[src/rtl/cyc_counter_pkg.sv]
package cyc_counter_pkg;
    // default half-word width; the full word is twice this
    localparam int unsigned HALF_W_DEF    = 32;
    // counter bits below this index are cleared by a control load
    localparam int unsigned FIXED_LSB_DEF = 4;
endpackage

[src/rtl/cyc_ctl_decode.sv]
module cyc_ctl_decode #(
    parameter int unsigned HALF_W    = cyc_counter_pkg::HALF_W_DEF,
    parameter int unsigned FIXED_LSB = cyc_counter_pkg::FIXED_LSB_DEF
) (
    input  logic [HALF_W:FIXED_LSB]  ctl_field,
    output logic [HALF_W-1:0]        load_val,
    output logic                     load_ena
);
    localparam int unsigned LOAD_W = HALF_W - FIXED_LSB;

    logic [LOAD_W-1:0] load_bits;

    always_comb begin
        load_bits = ctl_field[HALF_W-1:FIXED_LSB];
        load_ena  = ctl_field[HALF_W];
        load_val  = {load_bits, {FIXED_LSB{1'b0}}};
    end
endmodule

[src/rtl/cyc_lo_counter.sv]
module cyc_lo_counter #(
    parameter int unsigned HALF_W = cyc_counter_pkg::HALF_W_DEF
) (
    input  logic              clk,
    input  logic              rst_n,
    input  logic              load_en,
    input  logic [HALF_W-1:0] load_val,
    input  logic              load_ena,
    output logic [HALF_W-1:0] cnt,
    output logic              ena
);
    typedef struct packed {
        logic              ena;
        logic [HALF_W-1:0] cnt;
    } lo_state_t;

    lo_state_t st_d, st_q;

    always_comb begin
        st_d = st_q;
        if (load_en) begin
            st_d.ena = load_ena;
            st_d.cnt = load_val;
        end else if (st_q.ena) begin
            st_d.cnt = st_q.cnt + HALF_W'(1);
        end
    end

    always_ff @(posedge clk or negedge rst_n) begin
        if (!rst_n) st_q <= '0;
        else        st_q <= st_d;
    end

    assign cnt = st_q.cnt;
    assign ena = st_q.ena;
endmodule

[src/rtl/cyc_hi_store.sv]
module cyc_hi_store #(
    parameter int unsigned HALF_W = cyc_counter_pkg::HALF_W_DEF
) (
    input  logic              clk,
    input  logic              rst_n,
    input  logic              wr_en,
    input  logic [HALF_W-1:0] wr_val,
    output logic [HALF_W-1:0] val
);
    typedef struct packed {
        logic [HALF_W-1:0] offs;
    } hi_state_t;

    hi_state_t st_d, st_q;

    always_comb begin
        st_d = st_q;
        if (wr_en) st_d.offs = wr_val;
    end

    always_ff @(posedge clk or negedge rst_n) begin
        if (!rst_n) st_q <= '0;
        else        st_q <= st_d;
    end

    assign val = st_q.offs;
endmodule

[src/rtl/cyc_rd_port.sv]
module cyc_rd_port #(
    parameter int unsigned WORD_W = 2 * cyc_counter_pkg::HALF_W_DEF
) (
    input  logic              clk,
    input  logic              rst_n,
    input  logic              rd_en,
    input  logic [WORD_W-1:0] word,
    output logic              rd_valid,
    output logic [WORD_W-1:0] rd_data
);
    typedef struct packed {
        logic              vld;
        logic [WORD_W-1:0] data;
    } rd_state_t;

    rd_state_t st_d, st_q;

    always_comb begin
        st_d     = st_q;
        st_d.vld = rd_en;
        if (rd_en) st_d.data = word;
    end

    always_ff @(posedge clk or negedge rst_n) begin
        if (!rst_n) st_q <= '0;
        else        st_q <= st_d;
    end

    assign rd_valid = st_q.vld;
    assign rd_data  = st_q.data;
endmodule

[src/rtl/cyc_counter_reg.sv]
module cyc_counter_reg #(
    parameter int unsigned HALF_W    = cyc_counter_pkg::HALF_W_DEF,
    parameter int unsigned FIXED_LSB = cyc_counter_pkg::FIXED_LSB_DEF,
    parameter int unsigned WORD_W    = 2 * HALF_W
) (
    input  logic              clk,
    input  logic              rst_n,
    input  logic              reg_wr,
    input  logic [WORD_W-1:0] reg_wdata,
    input  logic              ctl_wr,
    input  logic [WORD_W-1:0] ctl_wdata,
    input  logic              rd_en,
    output logic              rd_valid,
    output logic [WORD_W-1:0] rd_data
);
    localparam int unsigned ENA_BIT = HALF_W;

    logic [HALF_W-1:0] lo_val;
    logic [HALF_W-1:0] hi_val;
    logic              count_ena;
    logic [HALF_W-1:0] ctl_load_val;
    logic              ctl_load_ena;
    logic              unused_bits;

    // bits outside both write layouts carry no meaning
    assign unused_bits = ^{ctl_wdata[WORD_W-1:ENA_BIT+1],
                           ctl_wdata[FIXED_LSB-1:0],
                           reg_wdata[HALF_W-1:0]};

    cyc_ctl_decode #(
        .HALF_W    (HALF_W),
        .FIXED_LSB (FIXED_LSB)
    ) ctl_dec_i (
        .ctl_field (ctl_wdata[ENA_BIT:FIXED_LSB]),
        .load_val  (ctl_load_val),
        .load_ena  (ctl_load_ena)
    );

    cyc_lo_counter #(
        .HALF_W (HALF_W)
    ) lo_cnt_i (
        .clk      (clk),
        .rst_n    (rst_n),
        .load_en  (ctl_wr),
        .load_val (ctl_load_val),
        .load_ena (ctl_load_ena),
        .cnt      (lo_val),
        .ena      (count_ena)
    );

    cyc_hi_store #(
        .HALF_W (HALF_W)
    ) hi_st_i (
        .clk    (clk),
        .rst_n  (rst_n),
        .wr_en  (reg_wr),
        .wr_val (reg_wdata[WORD_W-1:HALF_W]),
        .val    (hi_val)
    );

    cyc_rd_port #(
        .WORD_W (WORD_W)
    ) rd_i (
        .clk      (clk),
        .rst_n    (rst_n),
        .rd_en    (rd_en),
        .word     ({hi_val, lo_val}),
        .rd_valid (rd_valid),
        .rd_data  (rd_data)
    );
endmodule

[config.mk]
export PLATFORM = sky130hd
export DESIGN_NAME = cyc_counter_reg
export DESIGN_NICKNAME = d
export VERILOG_FILES = /design/src/rtl/cyc_counter_pkg.sv /design/src/rtl/cyc_ctl_decode.sv /design/src/rtl/cyc_lo_counter.sv /design/src/rtl/cyc_hi_store.sv /design/src/rtl/cyc_rd_port.sv /design/src/rtl/cyc_counter_reg.sv
export SDC_FILE = /design/constraint.sdc
export NUM_CORES = 1
export LEC_CHECK = 0
export BUFFER_PORTS_ARGS = -buffer_cell sky130_fd_sc_hd__buf_2
export CORE_ASPECT_RATIO = 1.25
export CORE_MARGIN = 3
export CORE_UTILIZATION = 45
export CTS_BUF_LIST = sky130_fd_sc_hd__clkbuf_4 sky130_fd_sc_hd__clkbuf_8 sky130_fd_sc_hd__clkbuf_16
export DETAILED_ROUTE_END_ITERATION = 6
export PLACE_DENSITY = 0.83
export SYNTH_ARGS = -nofsm -noshare
export SYNTH_HDL_FRONTEND = slang
export SYNTH_SLANG_ARGS = --single-unit
[constraint.sdc]
create_clock -name clk -period 1.65 [get_ports clk]
set_input_delay 0.165 -clock clk [delete_from_list [all_inputs] [get_ports clk]]
set_output_delay 0.165 -clock clk [all_outputs]
set_load 0.005 [all_outputs]
==> metrics.md <==
| Metric | Value |
|---|---|
| Outcome | `complete, but fails checks` |
| Failing checks | `setup timing` |
| CP Launch Type | `flop` |
| Crit path from | `lo_cnt_i.cnt[17]$_DFFE_PN0P_` |
| Max Cap Viol | `0` |
| R2R Path Start | `lo_cnt_i.cnt[17]$_DFFE_PN0P_` |
| Largest area contributor in the netlist | `dfrtp_1` |
| Dpl hpwl | `9.40 mm` |
| Area contributors post-synth | `dfrtp_1 59%, mux2_2 20%, o21ai_0 1.7%, a31oi_1 1.6%, nand2_1 1.6%` |
| CP arrival | `2.02 ns` |
| Final WL | `13.9 mm` |
| Post-route ant nets | `0` |
| LEAKAGE | `3.49 nW` |
| Worst-path clk slew | `0.06 ns` |
| Hold Path Stages | `2` |
| Fin Hold WS | `0.00622 ns` |
| CP max FO | `4` |
| Final setup violation count | `3` |
| Top-area cell type share of the netlist area | `58.9%` |
| Die Wd | `105 um` |
| HP Start | `reg_wdata[57]` |
| N_diodes | `0` |
| DR DRC count | `0` |
| Crit share post-route | `103%` |
| Post-Syn Area | `5520 um2` |
| Gr ovfl total | `0` |
| H-tree levels | `4` |
| Hold Crit Class | `input pin to flop` |
| RSZ-0062 raised after global routing | `true` |
| Area grow syn2layout | `42.1%` |
| Final-report hold violation count | `0` |
| Die area | `13,600 um2` |
| # rows | `44` |
| Worst VDD drop | `0.788 mV` |
| Clock buffer depth | `2` |
| Layout cells sized above 1 | `52.0%` |
| Vias/cell | `5.31` |
| Post-Syn Nets | `562` |
| Seq cells post-synth | `130` |
| Core ar. | `11,800 um2` |
| Worst Hold Path EP | `hi_st_i.val[25]$_DFFE_PN0P_` |
| Power Total | `0.00902 W` |
| Root Buffer | `clkbuf_16` |
| Total Nets Final | `777` |
| Largest net degree at the start of global routing | `101` |
| Ys async rst share | `100%` |
| TritonRoute pass-1 iters | `5` |
| Worst slew pin tran | `0.537 ns` |
| Initial antenna violation count | `0` |
| Sequential area share after synthesis | `58.9%` |
| TritonCTS Sinks | `130` |
| TritonCTS clock tree | `yes` |
| Synthesized instance count | `428` |
| Setup ws final | `-0.0536 ns` |
| Netlist cell types | `37` |
| Die H | `130 um` |
| Post-synth EDFFs | `0` |
| Gr usage total | `21.4%` |
| IO Pins | `198` |
| Crit path kind | `flop to flop` |
| Most common cell in the synthesized netlist | `dfrtp_1` |
| Synth Area per Inst | `12.9 um2` |
| Power Dens Cells | `1150 nW/um2` |
| Skew final | `0.00559 ns` |
| Avg WL per Cell | `17.1 um` |
| Vias in the first global route | `4,650` |
| Top FF cell, synth | `dfrtp_1` |
| Most frequent cells after synthesis | `130 x dfrtp_1, 99 x mux2_2, 23 x nand2_1` |
| CP required | `1.97 ns` |
| Tmin final | `1.70 ns` |
| Slew headroom | `64.2%` |
| Worst Setup End Kind | `flop` |
| Flop-to-flop setup slack | `-0.05 ns` |
| Syn. warnings | `0` |
| Via Count | `4,337` |
| Final Max Tran Viols | `0` |
| Routability Congestion | `0.847` |
| Port bufs | `130` |
| Initial DRC count | `199` |
| Worst skew pair latency | `0.40 ns` |
| First-pass GRT wire length | `23.1 mm` |
| Initial core utilization | `46.8%` |
| R2R cell count | `4` |
| RR Endpoint | `lo_cnt_i.cnt[27]$_DFFE_PN0P_` |
| Num CTS Buffers | `17` |
| FMAX | `0.587 GHz` |
-- per-stage QoR --
| step | cell area, um2 | util [%] | setup WS (ns) | setup TNS (ns) | instances |
|---|---|---|---|---|---|
| floorplan | 5520 | - | -0.0193 | -0.0193 | 428 |
| global placement | 6650 | 56.4 | -0.0100 | -0.0100 | 739 |
| detailed placement | 6650 | 56.4 | -0.0261 | -0.0935 | 739 |
| CTS | 7760 | 65.9 | -0.0116 | -0.0196 | 817 |
| global route | 7850 | 66.6 | -0.0946 | -0.515 | 817 |
| finish | 7850 | 66.6 | -0.0536 | -0.0985 | 817 |
-- report_power, final --
group | switching (W) | internal, W
clock network | 0.00136 | 0.00256
registers | 0.000222 | 0.00357
logic | 0.000575 | 0.000729
total | 0.00216 | 0.00686
-- sequential cells by signal, summed over array words and instances, names as in the netlist --
| register | count |
|---|---|
| hi_st_i.val | 32 |
| rd_i.rd_data | 64 |
| lo_cnt_i.cnt | 32 |
| lo_cnt_i.ena | 1 |
| rd_i.rd_valid | 1 |
-- critical path: stages, from the launching register on --
cell,delay (ns)
dfrtp_1,0.43
nand3_2,0.12
or4_4,0.55
or3_1,0.35
a31oi_1,0.17
-- cell families after synthesis --
| kind of cell | share of synthesized area, % |
|---|---|
| flops | 58.9 |
| fa+ha+maj | 0.227 |
| compound gates | 4.92 |
| simple gates | 11.2 |
| mux | 20.4 |
| buf+inv | 2.11 |
| xor+xnor | 2.22 |
-- cell type report --
type	instances	area, um2
multi-input combinational	270	2270
timing repair buffer	221	1480
clock buffer	18	439
sequential	130	3250
fill	897	3940
tap	161	201
inverter	3	11.3
clock inverter	14	186
-- routing by layer --
| metal | part of all wire (%) | up-vias | track usage [%] |
|---|---|---|---|
| li1 | - | 1998 | - |
| met1 | 37 | 2146 | 24.1 |
| met2 | 53 | 165 | 38.2 |
| met3 | 7.5 | 28 | 6.78 |
| met4 | 2.6 | 0 | 8.34 |
| met5 | 0 | - | 0 |
-- how the worst max path moves through the flow --
| stage | slack (ns) | cells after the start | end |
|---|---|---|---|
| final | -0.05 | 4 | lo_cnt_i.cnt[27]$_DFFE_PN0P_ |
| after global routing | -0.09 | 4 | lo_cnt_i.cnt[27]$_DFFE_PN0P_ |
| after CTS | -0.01 | 5 | lo_cnt_i.cnt[28]$_DFFE_PN0P_ |
| after detailed placement | -0.03 | 5 | lo_cnt_i.cnt[18]$_DFFE_PN0P_ |
| after global placement | -0.01 | 4 | lo_cnt_i.cnt[28]$_DFFE_PN0P_ |
| after floorplan | -0.02 | 5 | lo_cnt_i.cnt[28]$_DFFE_PN0P_ |
-- cell usage in the layout (no fill, tap or decap), types with 3 or more instances in the layout --
master         count
nor2_1            18
bufinv_16          4
xor2_1             8
mux2_2            99
nand3_2            3
buf_6              4
or3_1              8
nor3_1             3
inv_1              3
and4_4             3
clkinv_2           5
o21ai_0           18
or4_1              7
a31oi_1           13
and3_2             3
o31ai_1            6
buf_4             47
dlygate4sd3_1     38
dfrtp_1          129
nand3_1           11
clkbuf_16         17
nand4_1           13
xnor2_1            5
nand2_1           22
buf_12             3
buf_2            129
-- timing repair --
item | CTS | global route
pin swaps | 5 | 9
hold buffers | 38 | 0
gates resized for setup | 15 | 19
buffers inserted | 8 | 2
hold endpoints to repair | 167 | 0
endpoints found under the setup margin | 12 | 20
Note: power is estimated with default switching activity, not from simulation.
